--- src/rtl/ckg_pkg.sv ---
package ckg_pkg;

  typedef enum logic [1:0] {
    PH_LOCK  = 2'd0,
    PH_RUN   = 2'd1,
    PH_DRAIN = 2'd2,
    PH_OFF   = 2'd3
  } phase_e;

  localparam int GRP_CPU  = 0;
  localparam int GRP_MID  = 1;
  localparam int GRP_PCIF = 2;
  localparam int GRP_PCIG = 3;
  localparam int GRP_APIC = 4;
  localparam int GRP_REF  = 5;
  localparam int GRP_USB  = 6;
  localparam int NUM_GRP  = 7;

endpackage

--- src/rtl/ckg_sync.sv ---
module ckg_sync #(
  parameter int W = 3
) (
  input  logic         clk_i,
  input  logic         rst_ni,
  input  logic [W-1:0] d_i,
  output logic [W-1:0] q_o
);

  logic [W-1:0] meta_q, sync_q;

  always_ff @(posedge clk_i or negedge rst_ni) begin
    if (!rst_ni) begin
      meta_q <= '1;
      sync_q <= '1;
    end else begin
      meta_q <= d_i;
      sync_q <= meta_q;
    end
  end

  assign q_o = sync_q;

endmodule

--- src/rtl/ckg_div.sv ---
module ckg_div #(
  parameter int DIV = 8
) (
  input  logic clk_i,
  input  logic rst_ni,
  input  logic run_i,
  output logic lvl_nxt_o
);

  localparam int CW   = (DIV > 2) ? $clog2(DIV) : 1;
  localparam int HALF = DIV / 2;

  logic [CW-1:0] cnt_q, cnt_d;

  always_comb begin
    if (!run_i)                      cnt_d = CW'(DIV - 1);
    else if (cnt_q == CW'(DIV - 1))  cnt_d = '0;
    else                             cnt_d = cnt_q + 1'b1;
  end

  assign lvl_nxt_o = run_i && (cnt_d < CW'(HALF));

  always_ff @(posedge clk_i or negedge rst_ni) begin
    if (!rst_ni) cnt_q <= CW'(DIV - 1);
    else         cnt_q <= cnt_d;
  end

endmodule

--- src/rtl/ckg_gate.sv ---
module ckg_gate (
  input  logic clk_i,
  input  logic rst_ni,
  input  logic lvl_nxt_i,
  input  logic want_i,
  output logic clk_o,
  output logic en_o
);

  logic en_q, en_d, out_q;

  // enable may only move on a cycle whose next level is low
  assign en_d = lvl_nxt_i ? en_q : want_i;

  always_ff @(posedge clk_i or negedge rst_ni) begin
    if (!rst_ni) begin
      en_q  <= 1'b0;
      out_q <= 1'b0;
    end else begin
      en_q  <= en_d;
      out_q <= lvl_nxt_i & en_d;
    end
  end

  assign clk_o = out_q;
  assign en_o  = en_q;

endmodule

--- src/rtl/clk_stop_ctrl.sv ---
module clk_stop_ctrl
  import ckg_pkg::*;
#(
  parameter int N_CPU          = 6,
  parameter int N_MID          = 2,
  parameter int N_PCI          = 6,
  parameter int N_APIC         = 3,
  parameter int N_REF          = 2,
  parameter int DIV_CPU        = 2,
  parameter int DIV_MID        = 4,
  parameter int DIV_PCI        = 8,
  parameter int DIV_APIC       = 16,
  parameter int DIV_REF        = 10,
  parameter int DIV_USB        = 6,
  parameter int LOCK_REF_EDGES = 8
) (
  input  logic              clk_i,
  input  logic              rst_ni,
  input  logic              cpu_stop_ni,
  input  logic              pci_stop_ni,
  input  logic              pwr_dn_ni,
  output logic              osc_en_o,
  output logic [N_CPU-1:0]  cpu_clk_o,
  output logic [N_MID-1:0]  mid_clk_o,
  output logic [N_PCI-1:0]  pci_clk_o,
  output logic [N_APIC-1:0] apic_clk_o,
  output logic [N_REF-1:0]  ref_clk_o,
  output logic              usb_clk_o
);

  localparam int LCW = $clog2(LOCK_REF_EDGES + 1);

  logic [2:0] ctl_s;
  logic       cpu_go, pci_go, pd_go;

  ckg_sync #(.W(3)) u_sync (
    .clk_i  (clk_i),
    .rst_ni (rst_ni),
    .d_i    ({pwr_dn_ni, pci_stop_ni, cpu_stop_ni}),
    .q_o    (ctl_s)
  );

  assign cpu_go = ctl_s[0];
  assign pci_go = ctl_s[1];
  assign pd_go  = ctl_s[2];

  phase_e         ph_q, ph_d;
  logic [LCW-1:0] lock_q, lock_d;
  logic           src_run, run_ok, ref_prev_q, ref_rise;

  logic [NUM_GRP-1:0] lvl_nxt, want, en, gclk;

  assign src_run = (ph_q != PH_OFF);
  assign run_ok  = (ph_q == PH_RUN);

  always_comb begin
    want           = {NUM_GRP{run_ok}};
    want[GRP_CPU]  = run_ok & cpu_go;
    want[GRP_MID]  = run_ok & cpu_go;
    want[GRP_PCIG] = run_ok & pci_go;
  end

  for (genvar g = 0; g < NUM_GRP; g++) begin : g_grp
    localparam int D = (g == GRP_CPU)  ? DIV_CPU  :
                       (g == GRP_MID)  ? DIV_MID  :
                       (g == GRP_PCIF) ? DIV_PCI  :
                       (g == GRP_PCIG) ? DIV_PCI  :
                       (g == GRP_APIC) ? DIV_APIC :
                       (g == GRP_REF)  ? DIV_REF  : DIV_USB;

    ckg_div #(.DIV(D)) u_div (
      .clk_i     (clk_i),
      .rst_ni    (rst_ni),
      .run_i     (src_run),
      .lvl_nxt_o (lvl_nxt[g])
    );

    ckg_gate u_gate (
      .clk_i     (clk_i),
      .rst_ni    (rst_ni),
      .lvl_nxt_i (lvl_nxt[g]),
      .want_i    (want[g]),
      .clk_o     (gclk[g]),
      .en_o      (en[g])
    );
  end

  // lock timer ticks on rising edges of the internal reference divider
  assign ref_rise = lvl_nxt[GRP_REF] & ~ref_prev_q;

  always_comb begin
    ph_d   = ph_q;
    lock_d = lock_q;
    unique case (ph_q)
      PH_LOCK: begin
        if (!pd_go) begin
          ph_d   = PH_OFF;
          lock_d = '0;
        end else if (ref_rise) begin
          if (lock_q == LCW'(LOCK_REF_EDGES - 1)) begin
            ph_d   = PH_RUN;
            lock_d = '0;
          end else begin
            lock_d = lock_q + 1'b1;
          end
        end
      end
      PH_RUN:   if (!pd_go)    ph_d = PH_DRAIN;
      PH_DRAIN: if (en == '0)  ph_d = PH_OFF;
      PH_OFF: begin
        lock_d = '0;
        if (pd_go) ph_d = PH_LOCK;
      end
      default:  ph_d = PH_OFF;
    endcase
  end

  always_ff @(posedge clk_i or negedge rst_ni) begin
    if (!rst_ni) begin
      ph_q       <= PH_LOCK;
      lock_q     <= '0;
      ref_prev_q <= 1'b0;
    end else begin
      ph_q       <= ph_d;
      lock_q     <= lock_d;
      ref_prev_q <= lvl_nxt[GRP_REF];
    end
  end

  assign osc_en_o                = src_run;
  assign cpu_clk_o               = {N_CPU{gclk[GRP_CPU]}};
  assign mid_clk_o               = {N_MID{gclk[GRP_MID]}};
  assign pci_clk_o[0]            = gclk[GRP_PCIF];
  assign pci_clk_o[N_PCI-1:1]    = {(N_PCI-1){gclk[GRP_PCIG]}};
  assign apic_clk_o              = {N_APIC{gclk[GRP_APIC]}};
  assign ref_clk_o               = {N_REF{gclk[GRP_REF]}};
  assign usb_clk_o               = gclk[GRP_USB];

endmodule

--- config.mk ---
export PLATFORM = sky130hd
export DESIGN_NAME = clk_stop_ctrl
export DESIGN_NICKNAME = d
export VERILOG_FILES = /design/src/rtl/ckg_pkg.sv /design/src/rtl/ckg_sync.sv /design/src/rtl/ckg_div.sv /design/src/rtl/ckg_gate.sv /design/src/rtl/clk_stop_ctrl.sv
export SDC_FILE = /design/constraint.sdc
export NUM_CORES = 1
export LEC_CHECK = 0
export BUFFER_PORTS_ARGS = -buffer_cell sky130_fd_sc_hd__buf_2
export CAP_MARGIN = 20
export CORE_UTILIZATION = 55
export DETAILED_ROUTE_END_ITERATION = 12
export PLACE_DENSITY = 0.75
export SYNTH_ARGS = -nofsm -noshare
export SYNTH_HDL_FRONTEND = slang
export SYNTH_SLANG_ARGS = --single-unit
--- constraint.sdc ---
create_clock -name clk_i -period 2.35 [get_ports clk_i]
set_clock_uncertainty 0.05 [all_clocks]
set_input_delay 0.47 -clock clk_i [delete_from_list [all_inputs] [get_ports clk_i]]
set_output_delay 0.47 -clock clk_i [all_outputs]
set_load 0.05 [all_outputs]
==> flow_metrics.tcl, run 1 <==
set metrics [dict create \
    first_global_vias 1339 \
    crit_required_ns 2.54 \
    cts_inserted_buffers 5 \
    slew_viol_final 0 \
    multi_input_area_um2 721 \
    layout.nets 211 \
    synth_warnings 0 \
    antenna_found_initial 0 \
    drv_cap 0 \
    synth_nets 197 \
    drive_gt1_share_pct 37.8 \
    htree_levels 2 \
    drc 0 \
    path_common_cell "nand2_1" \
    rows 22 \
    cp-end-kind "flop" \
    drt_wl_total_mm 3.44 \
    die_x_um 64.1 \
    setup_ws_ns 0.139 \
    num_vias 1302 \
    design.core.area_um2 3690 \
    syn_area_per_cell_um2 11.9 \
    synth.top_cell.area_share_pct 28.5 \
    synth_commonest_cells "24 x dfrtp_1, 23 x dfstp_2, 19 x buf_4, 14 x ha_1, 11 x nand2_1" \
    cts.sinks 47 \
    die_area_um2 4100 \
    regArea_um2 1200 \
    synth-seq-cells 47 \
    fin_crit_sh_pct 94.1 \
    clockBufferDepth 2 \
    cts_tree "done" \
    grt_max_degree 25 \
    hold_viol 0 \
    critical_path_class "reg2reg" \
    gp_congestion 0.735 \
    drt_first_pass_iters 4 \
    netlist_area_um2 2120 \
    worstPathCellList "ha_1 > nand2_1 > a21oi_1 > a2111oi_2 > o311a_4 > or4_1 > nand2_1" \
    cpPeakStageDelay_ns 0.59 \
    max_freq_mhz 452 \
    grt_overflow 0 \
    synthTopCellsByArea "dfstp_2 29%, dfrtp_1 28%, ha_1 8.3%, buf_4 6.7%, o21ai_0 2.4%" \
    synth_ff_type "dfrtp_1" \
    setup_tns_ns 0 \
    fillers 292 \
    rsz0062_at_grt "yes" \
    r2r_setup_slack_ns 0.14 \
    yosysMostFrequentCell "dfrtp_1" \
    yosys.area.top_type "dfstp_2" \
    period_needed_ns 2.21 \
    track_usage_pct 19.4 \
    ys_types 37 \
    area_growth_pct 7.15 \
    via_per_inst 5.40 \
    synth-async-reset-ratio_pct 100 \
    arrival_ns 2.40 \
    critPathMaxFanout 7 \
    num_io_pins 26 \
    clk_pin_slew_ns 0.08 \
    place.port_buffers 25 \
    relSlewSlack_pct 65.9 \
    first_iter_violations 73 \
    critical_path.slowest_cell "dfstp_2" \
    outcome "completed" \
    dp_hpwl_mm 2.49 \
    syn_inst 178 \
    worst_slew_pin_slew_ns 0.504 \
    drt-wirelength-per-cell_um 14.3 \
    critPathLaunchType "flop" \
    die_height_um 64.1 \
    initial_utilization_pct 57.4 \
    dp_slack_ns 0.0519 \
    clk_latency_ns 0.30 \
    drtAntennaViolNets 0 \
    hp-class "in2reg" \
    cts_root_buf "clkbuf_8" \
    finalSetupViolations 0 \
    grt_pass1_wl_mm 5.98 \
    final_util_pct 61.5 \
    synth_edf_count 0 \
    yosysSeqAreaShare_pct 56.9 \
    insertedDiodeCount 0 \
]
-- kinds of logic (layout without fill, tap and decap cells) --
family                     count (synthesis)  after routing  synth area share (%)
AOI/OAI and AO/OA                         33             33                  11.4
xor gates and xnor gates                   1              1                 0.414
adders and majority gates                 14             14                  8.27
buffers and inverters                     32             47                  9.10
DFF                                       47             47                  56.9
muxes                                      3              3                  1.54
and+or+nand+nor                           48             48                  12.4
-- flip-flops by register name (all words and copies together) (netlist names) --
name and cells:
ph_q 2, u_sync.meta_q 3, g_grp.u_gate.en_o 7, g_grp.u_gate.clk_o 7
g_grp.u_div.cnt_q 20, lock_q 4, u_sync.q_o 3, ref_prev_q 1
-- placed cells by master, fill, tap and decap left out, types with 2 or more instances in the layout --
master    instances
inv_1             9
clkbuf_8          5
nand2_1          11
o31ai_1           2
a31oi_1           3
ha_1             14
nor2_1            9
o21ai_0          10
a31o_2            3
nand3b_1          3
buf_4             4
and2_1            5
buf_2            25
or2_2             4
and3_1            2
o41ai_1           2
dfstp_2          23
nand3_1           2
mux2_2            2
nand3_2           2
or4_1             2
dfrtp_1          24
a21o_1            3
a21oi_1           5
nor2b_1           3
-- final timing paths --
check                                     endpoint  cells after the start                    start
min in group asynchronous    g_grp[6].u_gate.clk_o                      2                   rst_ni
max reg2reg                              lock_q[3]                      7  g_grp[5].u_div.cnt_q[0]
min reg2reg                          u_sync.q_o[2]                      0         u_sync.meta_q[2]
max in group asynchronous  g_grp[3].u_div.cnt_q[1]                      3                   rst_ni
max                                      lock_q[3]                      7  g_grp[5].u_div.cnt_q[0]
min                               u_sync.meta_q[2]                      1                pwr_dn_ni
-- critical path, delay by kind of cell (launching register included) --
family,cells,cell delay [ns]
AND/OR/NAND/NOR,3,0.67
AO/OA/AOI/OAI,3,0.67
flip-flops,1,0.59
adder cells (fa/ha/maj),1,0.18
-- final cells by class --
class	instances	area share [%]
clock buffer	6	3.20
clock inverter	2	0.551
inverter	9	1.49
multi-input combinational	99	31.8
sequential	47	53.1
tap	48	2.65
timing repair buffer	30	7.28
-- per-stage QoR --
step           instances  hold slack, ns  instance area (um^2)
3_5_place_dp         232           0.271                  2170
6_report             241           0.214                  2270
5_1_grt              241           0.197                  2270
3_3_place_gp         232           0.267                  2170
2_1_floorplan        178           0.124                  2120
4_1_cts              241           0.206                  2270
-- metal layers --
metal	wire length, um	vias up	global-route usage (%)	share of wire (%)
li1	-	618	-	-
met1	1500	653	22.1	44
met2	1790	26	35.0	52
met3	99	5	4.82	2.9
met4	54	0	6.82	1.6
met5	0	-	0	0
-- repair_timing --
action | CTS | global route
endpoints found under the hold margin | 7 | 0
endpoints found under the setup margin | 1 | 3
pin swaps | 0 | 0
buffers inserted | 0 | 0
gates resized for setup | 1 | 0
hold buffers | 1 | 0
Power of run 1 is left out: the tool's default activity adds up to more than one toggle a clock period on the data nets, which glitch-free logic cannot reach.
==> run 2: changes to the inputs <==
--- a/config.mk
+++ b/config.mk
@@ -7,9 +7,10 @@
 export LEC_CHECK = 0
 export BUFFER_PORTS_ARGS = -buffer_cell sky130_fd_sc_hd__buf_2
 export CAP_MARGIN = 20
-export CORE_UTILIZATION = 55
+export CORE_UTILIZATION = 30
 export DETAILED_ROUTE_END_ITERATION = 12
-export PLACE_DENSITY = 0.75
+export PLACE_DENSITY = 0.46
+export RECOVER_POWER = 50
 export SYNTH_ARGS = -nofsm -noshare
 export SYNTH_HDL_FRONTEND = slang
 export SYNTH_SLANG_ARGS = --single-unit
==> run 2 against run 1 <==
  * Sequential cell count did not move
  * Wire length fell by 0.12%
  * Via count fell by 3.8%
  * Maximum frequency fell by 2.3%
  * Cell area rose by 2.6%
  * Worst setup slack got worse by 0.052 ns
  * Register-to-register slack got worse by 0.05 ns
  * Worst hold slack improved by 0.0028 ns
  * Sequential share of layout area fell by 1.3 points
  * Utilization fell by 27 points
  * First-iteration DRC count fell by 37%
  * Critical path type unchanged
  * Critical endpoint unchanged
  * Largest cell class unchanged
==> flow_metrics.tcl, run 2 (synthesis gave the netlist of run 1 again) <==
set metrics [dict create \
    drc 0 \
    period_needed_ns 2.26 \
    cp-end-kind "flop" \
    crit_family "compound AO/OA/AOI/OAI gates" \
    drv_cap 0 \
    rows 30 \
    hold_viol 0 \
    finalSetupViolations 0 \
    critical_path_class "reg2reg" \
    insertedDiodeCount 0 \
    max_freq_mhz 442 \
    crit_required_ns 2.54 \
    hold_end "u_sync.meta_q[0]" \
    clk_latency_ns 0.29 \
    outcome "completed" \
    top_register "g_grp.u_div.cnt_q" \
    rr_startpoint "g_grp[5].u_div.cnt_q[0]" \
    die_area_um2 7400 \
    critPathLaunchType "flop" \
    grt_pass1_wl_mm 6.03 \
    design.core.area_um2 6790 \
    grtUsageMet1_pct 14.5 \
    drtAntennaViolNets 0 \
    drt_first_pass_iters 4 \
    clk_pin_slew_ns 0.08 \
    cts.sinks 47 \
    grt_overflow 0 \
    dp_hpwl_mm 2.35 \
    arrival_ns 2.45 \
    first_global_vias 1225 \
    whs_path_depth 1 \
    busiest_layer "met2" \
    rr_worst_depth 7 \
    fillers 689 \
    crit_start "g_grp[5].u_div.cnt_q[0]" \
    grt_max_degree 28 \
    hp-class "in2reg" \
    cts_tree "done" \
    worstPathCellList "ha_1 > nand2_1 > a21oi_1 > a2111oi_4 > o311a_4 > or4_1 > nand2_1" \
    path_common_cell "nand2_1" \
    critical_path.slowest_cell "dfstp_2" \
    drt-wirelength-per-cell_um 11.9 \
    first_iter_violations 46 \
    gp_congestion 0.809 \
    area_growth_pct 9.92 \
    layout.nets 210 \
    num_io_pins 26 \
    reg2reg_to "lock_q[3]" \
    r2r_setup_slack_ns 0.09 \
    num_vias 1252 \
    die_height_um 86.0 \
    largest_register_ffs 20 \
    via_per_inst 4.35 \
    drive_gt1_share_pct 37.0 \
    cpPeakStageDelay_ns 0.60 \
    cts_root_buf "clkbuf_8" \
    drt_wl_total_mm 3.44 \
    htree_levels 2 \
    place.port_buffers 25 \
    use_met2_pct 15.7 \
    critPathMaxFanout 7 \
    final_cell_mix "24 x dfrtp_1, 24 x buf_2, 23 x dfstp_2, 14 x ha_1, 11 x nand2_1" \
    hold_ws_ns 0.217 \
    critPathBufInv 0 \
    relSlewSlack_pct 28.1 \
    final_util_pct 34.3 \
    slew_viol_final 0 \
    worst_slew_pin_slew_ns 1.08 \
    hold_path_startpoint "cpu_stop_ni" \
    track_usage_pct 10.6 \
    die_x_um 86.0 \
    cts_inserted_buffers 5 \
    fin_crit_sh_pct 96.3 \
    rsz0062_at_grt "no" \
    antenna_found_initial 0 \
    gr-usage-met3_pct 3.85 \
    initial_utilization_pct 31.2 \
    post_cts_buffers 0 \
    clockBufferDepth 2 \
    setup_tns_ns 0 \
]
[run 2: through the flow]
stage	area, um^2	std cells	setup WS [ns]
after floorplan	2120	178	0.295
after global placement	2250	280	0.188
after detailed placement	2250	280	0.0963
after CTS	2330	288	0.0693
after global routing	2330	288	0.00966
final	2330	288	0.0872
[run 2: final cells by class]
type | instances | area, um^2 | share of cell area [%]
flip-flops and latches | 47 | 1200 | 51.7
multi-input cells | 99 | 741 | 31.8
repair buffers | 29 | 144 | 6.18
well taps | 96 | 120 | 5.16
clock buffers | 6 | 72.6 | 3.12
inverters | 9 | 33.8 | 1.45
clock inverters | 2 | 12.5 | 0.537
[run 2: worst reg2reg max path, delay by kind of cell, from the launching register on]
kind,cells,cell delay [ns]
compound gates,3,0.74
simple gates,3,0.65
flops,1,0.60
fa+ha+maj,1,0.18
[run 2: repair_timing]
item                       in CTS  in global routing
setup endpoints to repair       0                  3
hold buffers                    0                  0
resized for setup               0                  3
[run 2: worst max path at each step]
stage	end	slack (ns)	cells past startpoint
global placement	ph_q[1]	0.19	7
floorplan	lock_q[3]	0.30	7
CTS	ph_q[1]	0.07	7
detailed placement	ph_q[1]	0.1	7
global route	lock_q[3]	0.01	7
finish	lock_q[3]	0.09	7
[run 2: per-layer routing]
metal  wire, um  part of all wire, %
met5          0                    0
met4         39                  1.1
met3        165                  4.8
met2       1550                   45
met1       1690                   49
Power of run 2 is left out for the same reason.
==> run 3: changes to the inputs <==
--- a/config.mk
+++ b/config.mk
@@ -7,6 +7,7 @@
 export LEC_CHECK = 0
 export BUFFER_PORTS_ARGS = -buffer_cell sky130_fd_sc_hd__buf_2
 export CAP_MARGIN = 20
+export CORE_MARGIN = 5
 export CORE_UTILIZATION = 30
 export DETAILED_ROUTE_END_ITERATION = 12
 export PLACE_DENSITY = 0.46
==> run 3 against run 2 <==
  * Sequential share of layout area rose by 0.083 points
  * Maximum frequency fell by 0.97%
  * Worst setup slack got worse by 0.022 ns
  * Worst hold slack improved by 0.0033 ns
  * Cell area fell by 0.16%
  * Sequential cell count did not move
  * Global-route usage fell by 1.9 points
  * Wire length rose by 2.5%
  * Critical path type unchanged
==> flow_metrics.tcl, run 3 (synthesis gave the netlist of run 1 again) <==
set metrics [dict create \
    dr_wl_met2_mm 1.54 \
    cp-end-kind "flop" \
    hp-class "in2reg" \
    whs_path_depth 1 \
    initial_utilization_pct 31.0 \
    area_growth_pct 9.75 \
    cts_inserted_buffers 5 \
    hold_path_startpoint "pwr_dn_ni" \
    critPathLaunchType "flop" \
    reg2reg_to "lock_q[3]" \
    met3_length_um 158 \
    cts_root_buf "clkbuf_8" \
    drt-wirelength-per-cell_um 12.2 \
    cts_tree "done" \
    rows 30 \
    period_needed_ns 2.28 \
    grt_max_degree 48 \
    final_cell_mix "25 x buf_2, 24 x dfrtp_1, 23 x dfstp_2, 14 x ha_1, 11 x nand2_1" \
    clockBufferDepth 2 \
    die_x_um 94.0 \
    insertedDiodeCount 0 \
    relSlewSlack_pct 24.0 \
    top_register "g_grp.u_div.cnt_q" \
    worst_slew_pin_slew_ns 1.14 \
    drt_first_pass_iters 4 \
    crit_required_ns 2.53 \
    grt_overflow 0 \
    hold_end "u_sync.meta_q[2]" \
    highest_layer "met4" \
    slew_viol_final 0 \
    rsz0062_at_grt "yes" \
    antenna_found_initial 0 \
    die_height_um 94.0 \
    num_vias 1247 \
    fin_crit_sh_pct 97.2 \
    num_io_pins 26 \
    postCtsHoldBufs 0 \
    dp_hpwl_mm 2.39 \
    clk_pin_slew_ns 0.08 \
    r2r_setup_slack_ns 0.07 \
    outcome "completed" \
    place.port_buffers 25 \
    critPathMaxFanout 7 \
    via_per_inst 4.33 \
    die_area_um2 8840 \
    gp_congestion 0.757 \
    layout.nets 210 \
    critical_path_class "reg2reg" \
    first_iter_violations 61 \
    track_usage_pct 8.68 \
    final_area_um2 2320 \
    htree_levels 2 \
    drc 0 \
    drv_cap 0 \
    drive_gt1_share_pct 37.0 \
    hold_viol 0 \
    post_cts_buffers 0 \
    largest_register_ffs 20 \
    clk_latency_ns 0.29 \
    max_freq_mhz 438 \
    rr_startpoint "g_grp[5].u_div.cnt_q[0]" \
    drtAntennaViolNets 0 \
    grt_pass1_wl_mm 5.91 \
    rr_worst_depth 7 \
    finalSetupViolations 0 \
    postPlaceCellArea_um2 2230 \
    drt_wl_total_mm 3.52 \
    first_global_vias 1247 \
    mostFrequentLayoutCell "buf_2" \
    met1_length_mm 1.79 \
    cts.sinks 47 \
    design.core.area_um2 6830 \
    arrival_ns 2.47 \
]
run 3: layer usage:
layer	GRT usage, %	vias up
li1	-	619
met1	11.7	600
met2	12.8	24
met3	2.88	4
met4	3.25	0
met5	0	-
run 3: how the worst max path moves through the flow:
stage | start | to | cells after the start
final | g_grp[5].u_div.cnt_q[0] | lock_q[3] | 7
after global routing | g_grp[5].u_div.cnt_q[0] | lock_q[3] | 7
after global placement | g_grp[5].u_div.cnt_q[0] | ph_q[1] | 7
after floorplan | g_grp[5].u_div.cnt_q[0] | lock_q[3] | 7
after CTS | g_grp[5].u_div.cnt_q[0] | ph_q[0] | 7
after detailed placement | g_grp[5].u_div.cnt_q[0] | ph_q[1] | 7
run 3: critical path, stage by stage, from the launching register on:
cell	delay, ns
dfstp_2	0.61
ha_1	0.18
nand2_1	0.08
nor2_1	0.27
a2111oi_4	0.09
o311a_4	0.35
or4_1	0.50
nand2_1	0.08
run 3: layout make-up:
cell class	instances	area, um^2
Tap cell	96	120
Sequential cell	47	1200
Clock buffer	8	80.1
Multi-Input combinational cell	99	737
Fill cell	709	4510
Timing Repair Buffer	29	149
Inverter	9	33.8
run 3: repair_timing:
item                                    in CTS  in global routing
hold endpoints to repair                     0                  0
endpoints found under the setup margin       0                  4
gates resized for setup                      0                  3
run 3: per-stage QoR:
step / utilization [%] / TNS (ns) / hold slack, ns / worst slack (ns) / cells
after floorplan: - / 0 / 0.124 / 0.295 / 178
after global placement: 32.7 / 0 / 0.296 / 0.188 / 280
after detailed placement: 32.7 / 0 / 0.297 / 0.105 / 280
after CTS: 33.9 / 0 / 0.207 / 0.0852 / 288
after global routing: 34.0 / -0.0267 / 0.191 / -0.0267 / 288
final: 34.0 / 0 / 0.220 / 0.0652 / 288
Power of run 3 is left out for the same reason.
